==> src/rtl/adc_sweep_pkg.sv <==
package adc_sweep_pkg;

    typedef enum logic [1:0] {
        ST_IDLE = 2'd0,
        ST_HOLD = 2'd1,
        ST_CONV = 2'd2,
        ST_WAIT = 2'd3
    } sweep_st_e;

    typedef enum logic [1:0] {
        SRC_PIN   = 2'd0,
        SRC_TMR0  = 2'd1,
        SRC_TMR2  = 2'd2,
        SRC_TMR2F = 2'd3
    } trig_src_e;

endpackage

==> src/rtl/adc_trig_sel.sv <==
module adc_trig_sel
    import adc_sweep_pkg::*;
(
    input  logic       clk,
    input  logic       rst_n,
    input  logic       armed,
    input  logic [1:0] src,
    input  logic       pin_n,
    input  logic       tmr0_uf,
    input  logic       tmr2_uf,
    input  logic       tmr2f_uf,
    output logic       fire
);

    typedef struct packed {
        logic pin;
    } trig_t;

    trig_t q, d;
    logic  pin_fall;

    always_comb begin
        d     = q;
        d.pin = pin_n;
    end

    always_ff @(posedge clk or negedge rst_n) begin
        if (!rst_n) q <= '{pin: 1'b1};
        else        q <= d;
    end

    assign pin_fall = q.pin && !pin_n;

    always_comb begin
        fire = 1'b0;
        if (armed) begin
            case (trig_src_e'(src))
                SRC_PIN:   fire = pin_fall;
                SRC_TMR0:  fire = tmr0_uf;
                SRC_TMR2:  fire = tmr2_uf;
                SRC_TMR2F: fire = tmr2f_uf;
                default:   fire = 1'b0;
            endcase
        end
    end

    // an event only counts while armed
    a_r11_fire_needs_arm: assert property (@(posedge clk) disable iff (!rst_n)
        fire |-> armed);

endmodule

==> src/rtl/adc_sweep_fsm.sv <==
module adc_sweep_fsm
    import adc_sweep_pkg::*;
#(
    parameter int NUM_CH = 8,
    parameter int SEL_W  = 2,
    localparam int CH_W  = $clog2(NUM_CH)
) (
    input  logic             clk,
    input  logic             rst_n,
    input  logic             start_we,
    input  logic             start_wd,
    input  logic             hw_mode,
    input  logic [SEL_W-1:0] sweep_sel,
    input  logic             fire,
    input  logic             conv_done,
    output logic             armed,
    output logic             start_o,
    output logic [1:0]       sh_strobe,
    output logic             conv_req,
    output logic [CH_W-1:0]  conv_ch,
    output logic             wr_en,
    output logic [CH_W-1:0]  wr_ch,
    output logic             irq
);

    typedef struct packed {
        sweep_st_e       st;
        logic            start;
        logic [CH_W-1:0] ch;
        logic [CH_W-1:0] last;
        logic            irq;
    } fsm_t;

    fsm_t q, d;
    logic go;

    assign go = q.start && (hw_mode ? fire : 1'b1);

    always_comb begin
        d     = q;
        d.irq = 1'b0;
        wr_en = 1'b0;
        if (start_we) d.start = start_wd;
        case (q.st)
            ST_IDLE: begin
                if (go) begin
                    d.st   = ST_HOLD;
                    d.ch   = '0;
                    d.last = CH_W'({sweep_sel, 1'b1});
                end
            end
            ST_HOLD: d.st = ST_CONV;
            ST_CONV: d.st = ST_WAIT;
            ST_WAIT: begin
                if (conv_done) begin
                    wr_en = 1'b1;
                    if (q.ch == q.last) begin
                        d.st  = ST_IDLE;
                        d.irq = 1'b1;
                        if (!hw_mode) d.start = 1'b0;
                    end else begin
                        d.ch = q.ch + 1'b1;
                        d.st = ST_CONV;
                    end
                end
            end
            default: d.st = ST_IDLE;
        endcase
        if (q.st != ST_IDLE && !q.start) begin
            d.st  = ST_IDLE;
            d.irq = 1'b0;
            wr_en = 1'b0;
        end
    end

    always_ff @(posedge clk or negedge rst_n) begin
        if (!rst_n) q <= '{st: ST_IDLE, start: 1'b0, ch: '0, last: '0, irq: 1'b0};
        else        q <= d;
    end

    assign armed     = (q.st == ST_IDLE) && q.start && hw_mode;
    assign start_o   = q.start;
    assign sh_strobe = {2{q.st == ST_HOLD}};
    assign conv_req  = (q.st == ST_CONV);
    assign conv_ch   = q.ch;
    assign wr_ch     = q.ch;
    assign irq       = q.irq;

    // joint hold is followed by the channel 0 request
    a_r3_hold_then_ch0: assert property (@(posedge clk) disable iff (!rst_n)
        sh_strobe[0] |=> (conv_req && conv_ch == '0));
    // never two requests back to back
    a_r4_single_req: assert property (@(posedge clk) disable iff (!rst_n)
        conv_req |=> !conv_req);
    // requested channel within the selected sweep
    a_r4_ch_bound: assert property (@(posedge clk) disable iff (!rst_n)
        conv_req |-> (conv_ch <= q.last));
    // interrupt is a single-cycle pulse
    a_r6_irq_pulse: assert property (@(posedge clk) disable iff (!rst_n)
        irq |=> !irq);
    // a cleared start bit ends any running sweep
    a_r10_halt: assert property (@(posedge clk) disable iff (!rst_n)
        (q.st != ST_IDLE && !q.start) |=> (q.st == ST_IDLE && !irq));
    // in hardware mode an idle block waits for an event
    a_r7_hw_waits: assert property (@(posedge clk) disable iff (!rst_n)
        (q.st == ST_IDLE && hw_mode && !fire) |=> (q.st == ST_IDLE));

endmodule

==> src/rtl/adc_result_bank.sv <==
module adc_result_bank #(
    parameter int NUM_CH = 8,
    parameter int RES_W  = 10,
    localparam int CH_W  = $clog2(NUM_CH)
) (
    input  logic             clk,
    input  logic             rst_n,
    input  logic             wr_en,
    input  logic [CH_W-1:0]  wr_ch,
    input  logic [RES_W-1:0] wr_data,
    input  logic [CH_W-1:0]  rd_ch,
    output logic [RES_W-1:0] rd_data
);

    typedef logic [RES_W-1:0] word_t;

    word_t mem_q [NUM_CH];
    word_t mem_d [NUM_CH];

    always_comb begin
        mem_d = mem_q;
        if (wr_en) mem_d[wr_ch] = wr_data;
    end

    always_ff @(posedge clk or negedge rst_n) begin
        if (!rst_n) begin
            for (int i = 0; i < NUM_CH; i++) mem_q[i] <= '0;
        end else begin
            mem_q <= mem_d;
        end
    end

    assign rd_data = mem_q[rd_ch];

    // a write lands in the addressed register
    a_r5_write_lands: assert property (@(posedge clk) disable iff (!rst_n)
        wr_en |=> (mem_q[$past(wr_ch)] == $past(wr_data)));

endmodule

==> src/rtl/adc_sweep_seq.sv <==
module adc_sweep_seq #(
    parameter int NUM_CH = 8,
    parameter int RES_W  = 10,
    parameter int SEL_W  = 2,
    localparam int CH_W  = $clog2(NUM_CH)
) (
    input  logic             clk,
    input  logic             rst_n,
    input  logic             start_we,
    input  logic             start_wd,
    output logic             start_o,
    input  logic             hw_mode,
    input  logic [1:0]       trig_src,
    input  logic [SEL_W-1:0] sweep_sel,
    input  logic             ext_trig_n,
    input  logic             tmr0_uf,
    input  logic             tmr2_uf,
    input  logic             tmr2f_uf,
    output logic [1:0]       sh_strobe,
    output logic             conv_req,
    output logic [CH_W-1:0]  conv_ch,
    input  logic             conv_done,
    input  logic [RES_W-1:0] conv_data,
    input  logic [CH_W-1:0]  rd_ch,
    output logic [RES_W-1:0] rd_data,
    output logic             irq
);

    logic            armed;
    logic            fire;
    logic            wr_en;
    logic [CH_W-1:0] wr_ch;

    adc_trig_sel u_trig (
        .clk      (clk),
        .rst_n    (rst_n),
        .armed    (armed),
        .src      (trig_src),
        .pin_n    (ext_trig_n),
        .tmr0_uf  (tmr0_uf),
        .tmr2_uf  (tmr2_uf),
        .tmr2f_uf (tmr2f_uf),
        .fire     (fire)
    );

    adc_sweep_fsm #(.NUM_CH(NUM_CH), .SEL_W(SEL_W)) u_fsm (
        .clk       (clk),
        .rst_n     (rst_n),
        .start_we  (start_we),
        .start_wd  (start_wd),
        .hw_mode   (hw_mode),
        .sweep_sel (sweep_sel),
        .fire      (fire),
        .conv_done (conv_done),
        .armed     (armed),
        .start_o   (start_o),
        .sh_strobe (sh_strobe),
        .conv_req  (conv_req),
        .conv_ch   (conv_ch),
        .wr_en     (wr_en),
        .wr_ch     (wr_ch),
        .irq       (irq)
    );

    adc_result_bank #(.NUM_CH(NUM_CH), .RES_W(RES_W)) u_bank (
        .clk     (clk),
        .rst_n   (rst_n),
        .wr_en   (wr_en),
        .wr_ch   (wr_ch),
        .wr_data (conv_data),
        .rd_ch   (rd_ch),
        .rd_data (rd_data)
    );

    // both hold circuits are strobed together
    a_r3_joint_hold: assert property (@(posedge clk) disable iff (!rst_n)
        (sh_strobe != 2'b00) |-> (sh_strobe == 2'b11));
    // interrupt follows a conversion done
    a_r6_irq_after_done: assert property (@(posedge clk) disable iff (!rst_n)
        irq |-> $past(conv_done));

endmodule

==> config.mk <==
export PLATFORM = sky130hd
export DESIGN_NAME = adc_sweep_seq
export DESIGN_NICKNAME = d
export VERILOG_FILES = /design/src/rtl/adc_sweep_pkg.sv /design/src/rtl/adc_trig_sel.sv /design/src/rtl/adc_sweep_fsm.sv /design/src/rtl/adc_result_bank.sv /design/src/rtl/adc_sweep_seq.sv
export SDC_FILE = /design/constraint.sdc
export NUM_CORES = 1
export LEC_CHECK = 0
export ABC_CLOCK_PERIOD_IN_PS = 1650
export BUFFER_PORTS_ARGS = -buffer_cell sky130_fd_sc_hd__buf_4
export CELL_PAD_IN_SITES_DETAIL_PLACEMENT = 0
export CELL_PAD_IN_SITES_GLOBAL_PLACEMENT = 1
export CORE_ASPECT_RATIO = 0.7
export CORE_MARGIN = 3
export CORE_UTILIZATION = 49
export CTS_CLUSTER_DIAMETER = 200
export CTS_CLUSTER_SIZE = 12
export DETAILED_ROUTE_END_ITERATION = 10
export PLACE_DENSITY = 0.83
export SYNTH_ARGS = -nofsm -noshare
export SYNTH_HDL_FRONTEND = slang
export SYNTH_SLANG_ARGS = --single-unit
==> constraint.sdc <==
create_clock -name clk -period 1.65 [get_ports clk]
set_input_delay 0.0825 -clock clk [delete_from_list [all_inputs] [get_ports clk]]
set_output_delay 0.0825 -clock clk [all_outputs]
set_load 0.01 [all_outputs]
; ---- Word-level counts from Yosys, hierarchy flattened
; Cells that the tools add are included.
[totals]
register_bits = 91
word_cells = 75
output_inout_bits = 18
[op_classes]
muxes = 28
eq_ne = 12
add_sub_neg = 1
n_bitwise = 2
reduce_logical = 15
n_lt_le_gt_ge = 3
[op_table]
columns = operator, count
row1 = $bwmux 80, 1
row2 = $bmux 10 s3, 1
row3 = $demux 10 s3, 1
row4 = $mux 10, 3
row5 = $mux 1, 13
row6 = $mux 6, 2
row7 = $eq 2x2->1 const B, 4
row8 = $ge 4x4->1 const B, 2
row9 = $not 3->4, 2
row10 = $pmux 2 s4, 1
row11 = $logic_and 1x1->1, 6
row12 = $mux 2, 3
row13 = $pmux 3 s2, 1
row14 = $eq 2x1->1 const B, 2
row15 = $logic_not 2->1, 2
row16 = $lt 4x1->1 const B, 1
row17 = $ne 2x2->1 const B, 2
row18 = $pmux 1 s4, 1
row19 = $reduce_and 2->1, 2
row20 = $reduce_and 4->1, 1
row21 = $reduce_bool 2->1, 2
row22 = $add 3x1->3 const B, 1
row23 = $eq 3x3->1, 1
row24 = $mux 3, 1
row25 = 4 further kinds, 5

; ---- Depth between registers and ports, before layout
; Gate-level depths: netlist of the first run.
[depth]
ltp_word = 9
mapped_depth = 5
depth_no_buf = 4

; ---- By module
; From an unflattened synthesis of the first run, not the netlist that was laid out.
[hier_totals]
hier_cells = 273
hier_area_um2 = 4329.2
[modules_own_cells]
columns = mod, area_per_inst_um2, cells_each, seq_area_each_um2, instances
row1 = adc_result_bank, 3694.8, 210, 2001.9, 1
row2 = adc_sweep_fsm, 565.5, 57, 250.2, 1
row3 = adc_trig_sel, 68.8, 6, 26.3, 1

; ---- Least setup slack after synthesis of the first run
; OpenSTA, ideal clock, no wires.
[synth_path]
path_type = register to register
from = reg u_fsm.q (netlist bit u_fsm.start_o)
to = reg u_bank.mem_q[50] (netlist bit)
path_stages_with_launch = 6
setup_slack_ps = 87
synth_period_minus_slack_ps = 1563
arrival_time_ps = 1438
cell_sequence = dfrtp_1 nand4_1 nand2b_4 nor3b_1 buf_4 mux2_2
[synth_between]
elab_chain_len = 3
[synth_rtl]
columns = element, line
row1 = "start, declared", adc_sweep_fsm.sv:34  ; fsm_t q, d;
row2 = "start signal, assigned", adc_sweep_fsm.sv:77  ; if (!rst_n) q <= '{st: ST_IDLE, start: 1'b0, ch: '0, last: '0, irq: 1'b0};
row3 = $logic_not 1->1, adc_sweep_fsm.sv:69  ; if (q.st != ST_IDLE && !q.start) begin
row4 = $logic_and 1x1->1, adc_sweep_fsm.sv:69
row5 = $mux 1, adc_sweep_fsm.sv:69
row6 = "end signal, assigned", adc_result_bank.sv:29  ; mem_q <= mem_d;
row7 = "end, declared", adc_result_bank.sv:17  ; word_t mem_q [NUM_CH];
; Every way passes these cells.
; A chain may end at the register's enable or synchronous reset.

; ---- Final worst setup path of the first run
[layout_path]
from = reg u_bank.mem_q[9] (netlist bit)
to = out rd_data[9]
[layout_between]
elab_chain_len = 3
[layout_rtl]
columns = element, line
row1 = $bmux 10 s3, adc_result_bank.sv:33  ; assign rd_data = mem_q[rd_ch];
row2 = $mux 10 (not written as such) (2 in series), adc_result_bank.sv:33
row3 = "end, declared", adc_sweep_seq.sv:25  ; output logic [RES_W-1:0] rd_data,
; Every way passes these cells. The select of a mux whose other input is x is not followed.

==> summary.md, run 1 <==
| Metric | Value |
|---|---|
| Post-Synth XOR/XNOR Area | 0.627% |
| Reg clk slew, reported paths | 60 ps |
| Post-Syn Instances | 265 |
| Final max-slew violation count | 0 |
| Ports | 45 |
| Synth warn | 0 |
| Clock sink count | 91 |
| Synth Area in Adders | 0.299% |
| HP Class | in2reg |
| Core area | 0.00807 mm² |
| H-tree depth | 3 |
| Status | complete, but fails checks |
| Top_reg_cell synth | dfrtp_1 |
| Placed cells | 421 |
| Drt wl/cell | 19.7 µm |
| Global Route Usage Sum | 19.6% |
| Register area share after synthesis | 54.4% |
| RSZ-0062 raised after global routing | true |
| Startpoint types | register |
| Row Count | 27 |
| Fin nets | 371 |
| Post-synth EDFFs | 0 |
| Final Skew | 5.66 ps |
| First-pass GRT wire length | 14300 µm |
| Failing checks | negative setup slack |
| Number of global-route vias before repair | 2672 |
| Critical path fanouts, max | 2 |
| Largest family of logic cells by synthesized area | multiplexers |
| Least-Margin Pin Slew | 377 ps |
| Area growth, synth to finish | 28.3% |
| Post-synthesis mux area share | 36.0% |
| Routed Antenna Nets | 0 |
| Synth Cell Area | 0.00419 mm² |
| Library cells used by synthesis | 38 |
| Period utilisation layout | 103% |
| Drc violations | 0 |
| Top cells by area, synth | dfrtp_1 54%, mux2_2 25%, mux4_2 11%, buf_4 1.4%, dfstp_2 0.63% |
| Die X | 117 µm |
| GRT Residual Overflow | 0 |
| Critical path capture point type | output port |
| Fmax | 590 MHz |
| Clk buf depth | 2 |
| Min Tclk post-route | 1690 ps |
| CP arrival | 1610 ps |
| Worst R2R Setup Slack | 10 ps |
| Dpl hpwl | 5810 µm |
| Max-cap violations | 0 |
| Die area | 0.00972 mm² |
| Vias per inst | 5.67 |
| Largest net degree at the start of global routing | 36 |
| Die Ht | 83.4 µm |
| Drt first pass iters | 4 |
| Register bit total from synthesis | 91 |
| Top-count cell post-synth | mux2_2 |
| Critical path origin | u_bank.mem_q[9] |
| Worst r2r path cells | 5 |
| Gpl congestion | 0.702 |
| Root buffer cell | clkbuf_16 |
| Post-synthesis compound-gate area fraction | 1.79% |
| TritonCTS Buffers | 9 |
| Starting Density | 51.9% |
| Initial drt markers | 186 |
| Placed Instance Area | 0.00481 mm² |
| # diodes | 0 |
| Critical path class | reg2out |
| Pwr dens | 1010 mW/mm² |
| Worst skew pair latency | 340 ps |
| Layout cells sized above 1 | 62.0% |
| Initial antenna violation count | 0 |
| R2R Path End | u_bank.mem_q[33] |
| Worst vdd ir | 0.000672 V |
| Fin worst setup slack | -44.7 ps |
| Synth top area share | 53.7% |
| Worst R2R Start | u_fsm.start_o |
| Non-Filler Instances | 448 |
| Design area | 0.00538 mm² |
| Rel. slew slack | 74.9% |
| Synth top cells by count | 92 x mux2_2, 90 x dfrtp_1, 20 x mux4_2 |
| Via count | 2540 |
| Data required, critical path | 1570 ps |
| Synth Area in Simple Gates | 4.60% |
| Leakage | 2.63 nW |
| CTS tree | done |
| Total Wirelength | 8820 µm |
| Buffers on Ports | 44 |
| Finish-stage setup viols | 10 |
| Critical path endpoint | rd_data[9] |
| Mean Syn Cell Area | 15.8 µm² |
| Ys async rst share | 100% |
| Syn_nets | 293 |
| Dominant cell type by area after synthesis | dfrtp_1 |
| Final Hold Fails | 0 |
==> logic make-up (layout without fill, tap and decap cells) <==
logic type                 count (synthesis)  after routing
muxes                                    114            114
DFF                                       91             91
AOI/OAI and AO/OA                         10             10
xor gates and xnor gates                   3              3
and+or+nand+nor                           29             29
buffers and inverters                     17             99
adders and majority gates                  1              1
==> how the worst min path moves through the flow <==
stage | start | end | depth (start not counted)
after floorplan | rst_n | u_bank.mem_q[0] | 0
after global placement | rst_n | u_bank.mem_q[37] | 1
after detailed placement | rst_n | u_bank.mem_q[27] | 1
after CTS | hw_mode | u_fsm.start_o | 3
after global routing | hw_mode | u_fsm.start_o | 3
final | hw_mode | u_fsm.start_o | 3
==> layer usage <==
layer	track usage, %	part of all wire (%)
met2	30.0	47
met3	5.68	4.1
met1	27.3	47
met4	5.83	0.95
met5	0	0
==> layout make-up <==
cell class | instances | area (µm²)
Fill cell | 587 | 2700
Sequential cell | 91 | 2280
Multi-Input combinational cell | 157 | 1950
Timing Repair Buffer | 82 | 736
Clock buffer | 13 | 270
Tap cell | 101 | 126
Clock inverter | 2 | 10.0
Inverter | 2 | 7.51
==> state kept, by name, indices dropped and copies added (netlist names) <==
register and count:
u_fsm.irq 1, u_bank.mem_q 80, u_fsm.conv_ch 3, u_fsm.start_o 1
u_trig.q 1, u_fsm.q 5
==> power by group <==
part	switching (W)	internal, W
sequential	0.000130	0.00245
combinational	0.000367	0.000584
clock	0.000788	0.00113
==> stage by stage <==
stage                     utilization, %  hold slack, ps  power, W  setup TNS (ps)  worst slack [ps]
after detailed placement            59.6            7.44   0.00344            -176             -38.7
after floorplan                        -            -213   0.00308               0              87.4
after global placement              59.6            3.85   0.00341            -210             -36.3
after global routing                66.6            25.8   0.00571           -1480             -80.2
final                               66.6            39.4   0.00545            -243             -44.7
after CTS                           65.0            12.8   0.00545            -386             -48.2
==> timing repair <==
| item | 4_1_cts | 5_1_grt |
|---|---|---|
| resized for setup | 23 | 26 |
| hold endpoints to repair | 59 | 0 |
| pin swaps | 2 | 3 |
| setup endpoints to repair | 27 | 69 |
| hold buffers | 4 | 0 |
| buffers inserted | 4 | 4 |
==> worst max-delay path, stage by stage, from the launching register on <==
cell,delay [ps]
dfrtp_1,380
mux4_2,490
mux2_4,280
buf_6,120
==> cells in the final DEF, fill, tap and decap left out, types with 2 or more instances in the layout <==
cell           instances
buf_4                 58
mux2i_1                2
clkbuf_16              9
inv_1                  2
mux4_2                20
nand3_1                2
nand3b_1               2
xnor2_1                3
mux2_4                29
a31oi_1                2
dfrtp_1               89
buf_6                 16
clkbuf_8               3
nand2_1                3
nor2_1                 4
clkinv_2               2
dlygate4sd3_1          4
buf_12                 4
nor2b_1                3
mux2_2                63
Power figures use the tool's default switching activity.
==> run 2: changes to the inputs <==
- SKIP_LAST_GASP: default -> 1
==> run 2 against run 1 <==
  * The run still ends with negative setup slack left
  * Die area unchanged
  * Count of clock-buffer cells in the layout unchanged
  * Setup slack improved by 3.7 ps
  * Combinational power decreased by 5.0%
  * Via count fell by 0.98%
  * Critical path depth did not move
  * Flip-flop and latch count did not move
  * Highest routed layer unchanged
==> summary.md, run 2 (synthesis results as in run 1) <==
| Metric | Value |
|---|---|
| Final Skew | 5.58 ps (-0.0789 ps) |
| Max-cap violations | 0 (unchanged) |
| Worst hold path endpoint | u_fsm.start_o |
| TritonCTS Buffers | 9 (unchanged) |
| CP top delay family | multiplexers |
| Global Route Usage Sum | 19.6% (unchanged) |
| Least-Margin Pin Slew | 389 ps (+12.5 ps) |
| Routed Antenna Nets | 0 (unchanged) |
| Placed cells | 421 (unchanged) |
| Final Hold Fails | 0 (unchanged) |
| Largest net degree at the start of global routing | 36 (unchanged) |
| Gpl congestion | 0.702 (unchanged) |
| Placed Instance Area | 0.00481 mm² (unchanged) |
| Period utilisation layout | 102% (-0.22 points) |
| Buffers on Ports | 44 (unchanged) |
| GRT Residual Overflow | 0 (unchanged) |
| # diodes | 0 (unchanged) |
| Design area | 0.00537 mm² (about the same) |
| Pwr dens | 1000 mW/mm² (-0.99%) |
| Startpoint types | register |
| Finish-stage setup viols | 10 (unchanged) |
| Layout cells sized above 1 | 62.2% (+0.22 points) |
| Worst path max stage delay | 490 ps (about the same) |
| Failing checks | negative setup slack |
| Critical path capture point type | output port |
| Root buffer cell | clkbuf_16 |
| Drc violations | 0 (unchanged) |
| Min Tclk post-route | 1690 ps (-3.66 ps) |
| Top Registers | u_bank.mem_q: 80 flops, u_fsm.q: 5 flops, u_fsm.conv_ch: 3 flops |
| Hold path startpoint | hw_mode |
| Drt first pass iters | 4 (unchanged) |
| Reg clk slew, reported paths | 60 ps (about the same) |
| Status | complete, but fails checks |
| Final max-slew violation count | 0 (unchanged) |
| Setup TNS | -221 ps (+22.9 ps) |
| Dpl hpwl | 5810 µm (unchanged) |
| Die area | 0.00972 mm² (unchanged) |
| Initial drt markers | 158 (-15%) |
| Initial antenna violation count | 0 (unchanged) |
| RSZ-0062 raised after global routing | true |
| Total Wirelength | 8890 µm (+0.81%) |
| Hold path cells | 3 (unchanged) |
| CP Depth | 3 (unchanged) |
| HP Class | in2reg |
| Worst skew pair latency | 340 ps (about the same) |
| Core Util, Final | 66.5% (about the same) |
| Most common cell after layout, fill and taps aside | dfrtp_1 |
| Fin nets | 373 (+0.54%) |
| Cell Chain, Critical Path | mux4_2 > mux2_4 > buf_6 |
| Vias per inst | 5.59 (-1.4%) |
| Critical path fanouts, max | 2 (unchanged) |
| Core area | 0.00807 mm² (unchanged) |
| R2R Path End | u_bank.mem_q[47] |
| Fmax | 591 MHz (+0.22%) |
| Die X | 117 µm (unchanged) |
| Leakage | 2.62 nW (-0.36%) |
| Area growth, synth to finish | 28.2% (about the same) |
| Row Count | 27 (unchanged) |
| Clock sink count | 91 (unchanged) |
| Buf/Inv on CP | 1 (unchanged) |
| Fin worst setup slack | -41.1 ps (+3.66 ps) |
| Critical path's slowest cell | mux4_2 |
| Clk buf depth | 2 (unchanged) |
| Starting Density | 51.9% (unchanged) |
| Die Ht | 83.4 µm (unchanged) |
| Critical path class | reg2out |
| Worst R2R Start | u_fsm.q[8] |
| Max reg flops | 80 (unchanged) |
| Non-Filler Instances | 450 (+0.45%) |
| Most frequent cells in the layout | 89 x dfrtp_1, 68 x mux2_2, 60 x buf_4 |
| Worst vdd ir | 0.000632 V (-6.0%) |
| Data required, critical path | 1570 ps (about the same) |
| Most flops, register | u_bank.mem_q |
| Drt wl/cell | 19.8 µm (+0.36%) |
| H-tree depth | 3 (unchanged) |
| CTS tree | done |
| Worst r2r path cells | 7 (+2) |
| Number of global-route vias before repair | 2671 (-0.037%) |
| Rel. slew slack | 74.1% (-0.83 points) |
| Worst R2R Setup Slack | 0 ps (about the same) |
| Ports | 45 (unchanged) |
| Via count | 2515 (-0.98%) |
| CP arrival | 1610 ps (about the same) |
| First-pass GRT wire length | 14300 µm (unchanged) |
run 2: layer usage:
layer	up-vias	wire length, µm	GRT usage (%)
met5	-	0	0
met4	0	70	5.83
met3	8	369	5.68
met2	44	4300	30.0
met1	1314	4150	27.3
li1	1149	-	-
run 2: worst min-delay path, cell delays in order:
cell and delay (ps):
buf_4 110, inv_1 60, a21oi_1 70
run 2: metrics by stage:
step	setup slack, ps	power, W	hold slack [ps]
global placement	-36.3	0.00341	3.85
floorplan	87.4	0.00308	-213
global route	-83.3	0.00567	26.0
CTS	-48.2	0.00545	12.8
finish	-41.1	0.00539	39.8
detailed placement	-38.7	0.00344	7.44
run 2: cell type report:
type,instances,area [µm²]
multi-input combinational,157,1930
clock inverter,2,10.0
timing repair buffer,84,744
clock buffer,13,270
fill,592,2700
tap,101,126
sequential,91,2280
inverter,2,7.51
run 2: how the worst max path moves through the flow:
stage	from	endpoint	slack, ps
2_1_floorplan	u_fsm.start_o	u_bank.mem_q[50]	90
3_3_place_gp	u_fsm.start_o	u_bank.mem_q[30]	-40
3_5_place_dp	u_fsm.start_o	u_bank.mem_q[33]	-40
4_1_cts	u_bank.mem_q[9]	rd_data[9]	-50
5_1_grt	u_bank.mem_q[49]	rd_data[9]	-80
6_report	u_bank.mem_q[9]	rd_data[9]	-40
run 2: repair_timing:
action	CTS	global route
setup buffers	4	4
hold buffers	4	0
pin swaps	1	5
gates resized for setup	23	23
endpoints found under the setup margin	27	70
hold endpoints to repair	59	0
gates cloned	0	2
run 2: where the power goes:
group,internal [W],switching (W),total [W]
clock network,0.00113,0.000782,0.00191
logic,0.000540,0.000362,0.000903
registers,0.00245,0.000127,0.00258
==> run 3: changes to the inputs <==
- ABC_CLOCK_PERIOD_IN_PS: 1650 -> 1900
- clock period: 1.65 -> 1.9 ns (I/O delays scaled with it)
==> run 3 against run 2 <==
  * The run now ends clean
  * Power shrank 9.0%
  * Clock power rose by 6%
  * Wire length fell by 8.4%
  * Count of clock-buffer cells in the layout down 2
  * Largest cell class unchanged
==> summary.md, run 3 (synthesis results as in run 1) <==
| Metric | Value |
|---|---|
| Status | completed |
| Hold-fix buffers, CTS | 4 (unchanged) |
| Clock sink count | 91 (unchanged) |
| Most common cell after layout, fill and taps aside | mux2_2 |
| Critical path origin | u_fsm.start_o |
| Clk buf depth | 2 (unchanged) |
| Top Registers | u_bank.mem_q: 80 flops, u_fsm.q: 5 flops, u_fsm.conv_ch: 3 flops |
| Setup TNS | 0 ps (+221 ps) |
| Critical path endpoint | u_bank.mem_q[31] |
| Net Sw Power | 0.00108 W (-15%) |
| Least-Margin Pin Slew | 455 ps (+66.5 ps) |
| Critical path fanouts, max | 7 (+5) |
| Reg clk slew, reported paths | 60 ps (about the same) |
| Fmax | 574 MHz |
| Number of global-route vias before repair | 2511 (-6.0%) |
| CP arrival | 1960 ps (+350 ps) |
| Critical path's slowest cell | dfrtp_1 |
| TritonCTS Buffers | 9 (unchanged) |
| Worst path max stage delay | 450 ps (-40 ps) |
| Placed Instance Area | 0.00467 mm² (-3.0%) |
| Setup WS pre-CTS | 165 ps (+204 ps) |
| H-tree depth | 3 (unchanged) |
| HP Class | in2reg |
| Vias per inst | 5.61 (+0.32%) |
| Drt first pass iters | 4 (unchanged) |
| # diodes | 0 (unchanged) |
| Die area | 0.00972 mm² (unchanged) |
| Row Count | 27 (unchanged) |
| Final max-slew violation count | 0 (unchanged) |
| CTS resizes | 0 (-100%) |
| Worst r2r path cells | 5 (-2) |
| Sw Ratio | 22.1% (-1.5 points) |
| GRT Residual Overflow | 0 (unchanged) |
| Most frequent cells in the layout | 92 x mux2_2, 90 x dfrtp_1, 55 x buf_4 |
| Fin nets | 349 (-6.4%) |
| Data required, critical path | 2120 ps (+550 ps) |
| Area growth, synth to finish | 20.5% |
| Drc violations | 0 (unchanged) |
| Fin worst setup slack | 159 ps (+200 ps) |
| Core area | 0.00807 mm² (unchanged) |
| Startpoint types | register |
| Worst R2R Start | u_fsm.start_o |
| Largest net degree at the start of global routing | 43 (+19%) |
| Dpl hpwl | 5420 µm (-6.8%) |
| Root buffer cell | clkbuf_16 |
| Worst skew pair latency | 340 ps (about the same) |
| First-pass GRT wire length | 13600 µm (-5.3%) |
| Layout cells sized above 1 | 58.9% (-3.3 points) |
| Max-cap violations | 0 (unchanged) |
| Buffers on Ports | 44 (unchanged) |
| Rel. slew slack | 69.6% (-4.4 points) |
| Critical path capture point type | register |
| Initial drt markers | 85 (-46%) |
| Max reg flops | 80 (unchanged) |
| R2R Path End | u_bank.mem_q[31] |
| Gpl congestion | 0.711 (+1.3%) |
| Routed Antenna Nets | 0 (unchanged) |
| Ports | 45 (unchanged) |
| RSZ-0062 raised after global routing | false |
| Worst R2R Setup Slack | 160 ps (+160 ps) |
| Global Route Usage Sum | 18.8% (-0.82 points) |
| Drt wl/cell | 19.1 µm (-3.4%) |
| Logic pwr share | 13.0% (-3.7 points) |
| CTS tree | done |
| Initial antenna violation count | 0 (unchanged) |
| Clock share of power | 41.1% (+5.7 points) |
| Die X | 117 µm (unchanged) |
| Total Wirelength | 8150 µm (-8.4%) |
| Final Hold Fails | 0 (unchanged) |
| CP Depth | 5 (+2) |
| Worst vdd ir | 0.000573 V (-9.4%) |
| P_int | 0.00382 W (-7.2%) |
| # Post-CTS Setup Buffers | 0 (-4) |
| Leakage | 2.47 nW (-5.7%) |
| Final Skew | 7.99 ps (+2.41 ps) |
| Hold path cells | 3 (unchanged) |
| Min Tclk post-route | 1740 ps |
| Critical path class | reg2reg |
| Pwr dens | 972 mW/mm² (-3.3%) |
| Finish-stage setup viols | 0 (-10) |
| Via count | 2394 (-4.8%) |
| Starting Density | 51.9% (unchanged) |
| Cell Chain, Critical Path | nand4_1 > nand2b_4 > nor3b_2 > buf_4 > mux2_2 |
| Design area | 0.00505 mm² (-6.0%) |
| CP top delay family | simple AND/OR/NAND/NOR gates |
| Buf/Inv on CP | 1 (unchanged) |
| Seq pwr share | 45.9% (-1.9 points) |
| Die Ht | 83.4 µm (unchanged) |
| Most flops, register | u_bank.mem_q |
| Period utilisation layout | 91.6% |
==> run 3: metal layers <==
layer  wire length, µm  global-route usage (%)  vias up
met5                 0                       0        -
met3               280                    4.88        8
li1                  -                       -     1102
met2              3800                    28.3       38
met1              3950                    26.7     1246
met4               112                    6.25        0
==> run 3: metrics by stage <==
step / hold slack, ps / instances / power (W) / util (%)
floorplan: -201 / 265 / 0.00268 / -
detailed placement: -8.63 / 407 / 0.00293 / 57.8
finish: 29.9 / 427 / 0.00491 / 62.6
global placement: -8.31 / 407 / 0.00290 / 57.8
CTS: 19.8 / 427 / 0.00498 / 62.6
global route: 40.6 / 427 / 0.00513 / 62.6
==> run 3: final cells by class <==
type | instances | area (µm²)
fill | 638 | 3020
sequential | 91 | 2280
multi-input combinational | 157 | 1820
timing repair buffer | 60 | 473
clock buffer | 11 | 243
tap | 101 | 126
clock inverter | 5 | 100
inverter | 2 | 7.51
==> run 3: how the worst min path moves through the flow <==
stage | slack (ps) | from | end
after floorplan | -200 | rst_n | u_bank.mem_q[0]
after global placement | -8 | rst_n | u_fsm.irq
after detailed placement | -9 | rst_n | u_fsm.irq
after CTS | 20 | start_wd | u_fsm.start_o
after global routing | 40 | conv_data[0] | u_bank.mem_q[70]
final | 30 | start_wd | u_fsm.start_o
==> run 3: power by group through the flow <==
stage / clock network [W] / logic [W] / registers (W)
2_1_floorplan: 0 / 0.000438 / 0.00224
3_3_place_gp: 0 / 0.000620 / 0.00228
3_5_place_dp: 0 / 0.000641 / 0.00229
4_1_cts: 0.00208 / 0.000650 / 0.00225
5_1_grt: 0.00215 / 0.000701 / 0.00228
6_report: 0.00202 / 0.000638 / 0.00225
==> run 3: worst reg2reg max path, stage by stage (launching register included) <==
cell and delay, ps:
dfrtp_1 450, nand4_1 170, nand2b_4 210, nor3b_2 230
buf_4 220, mux2_2 350
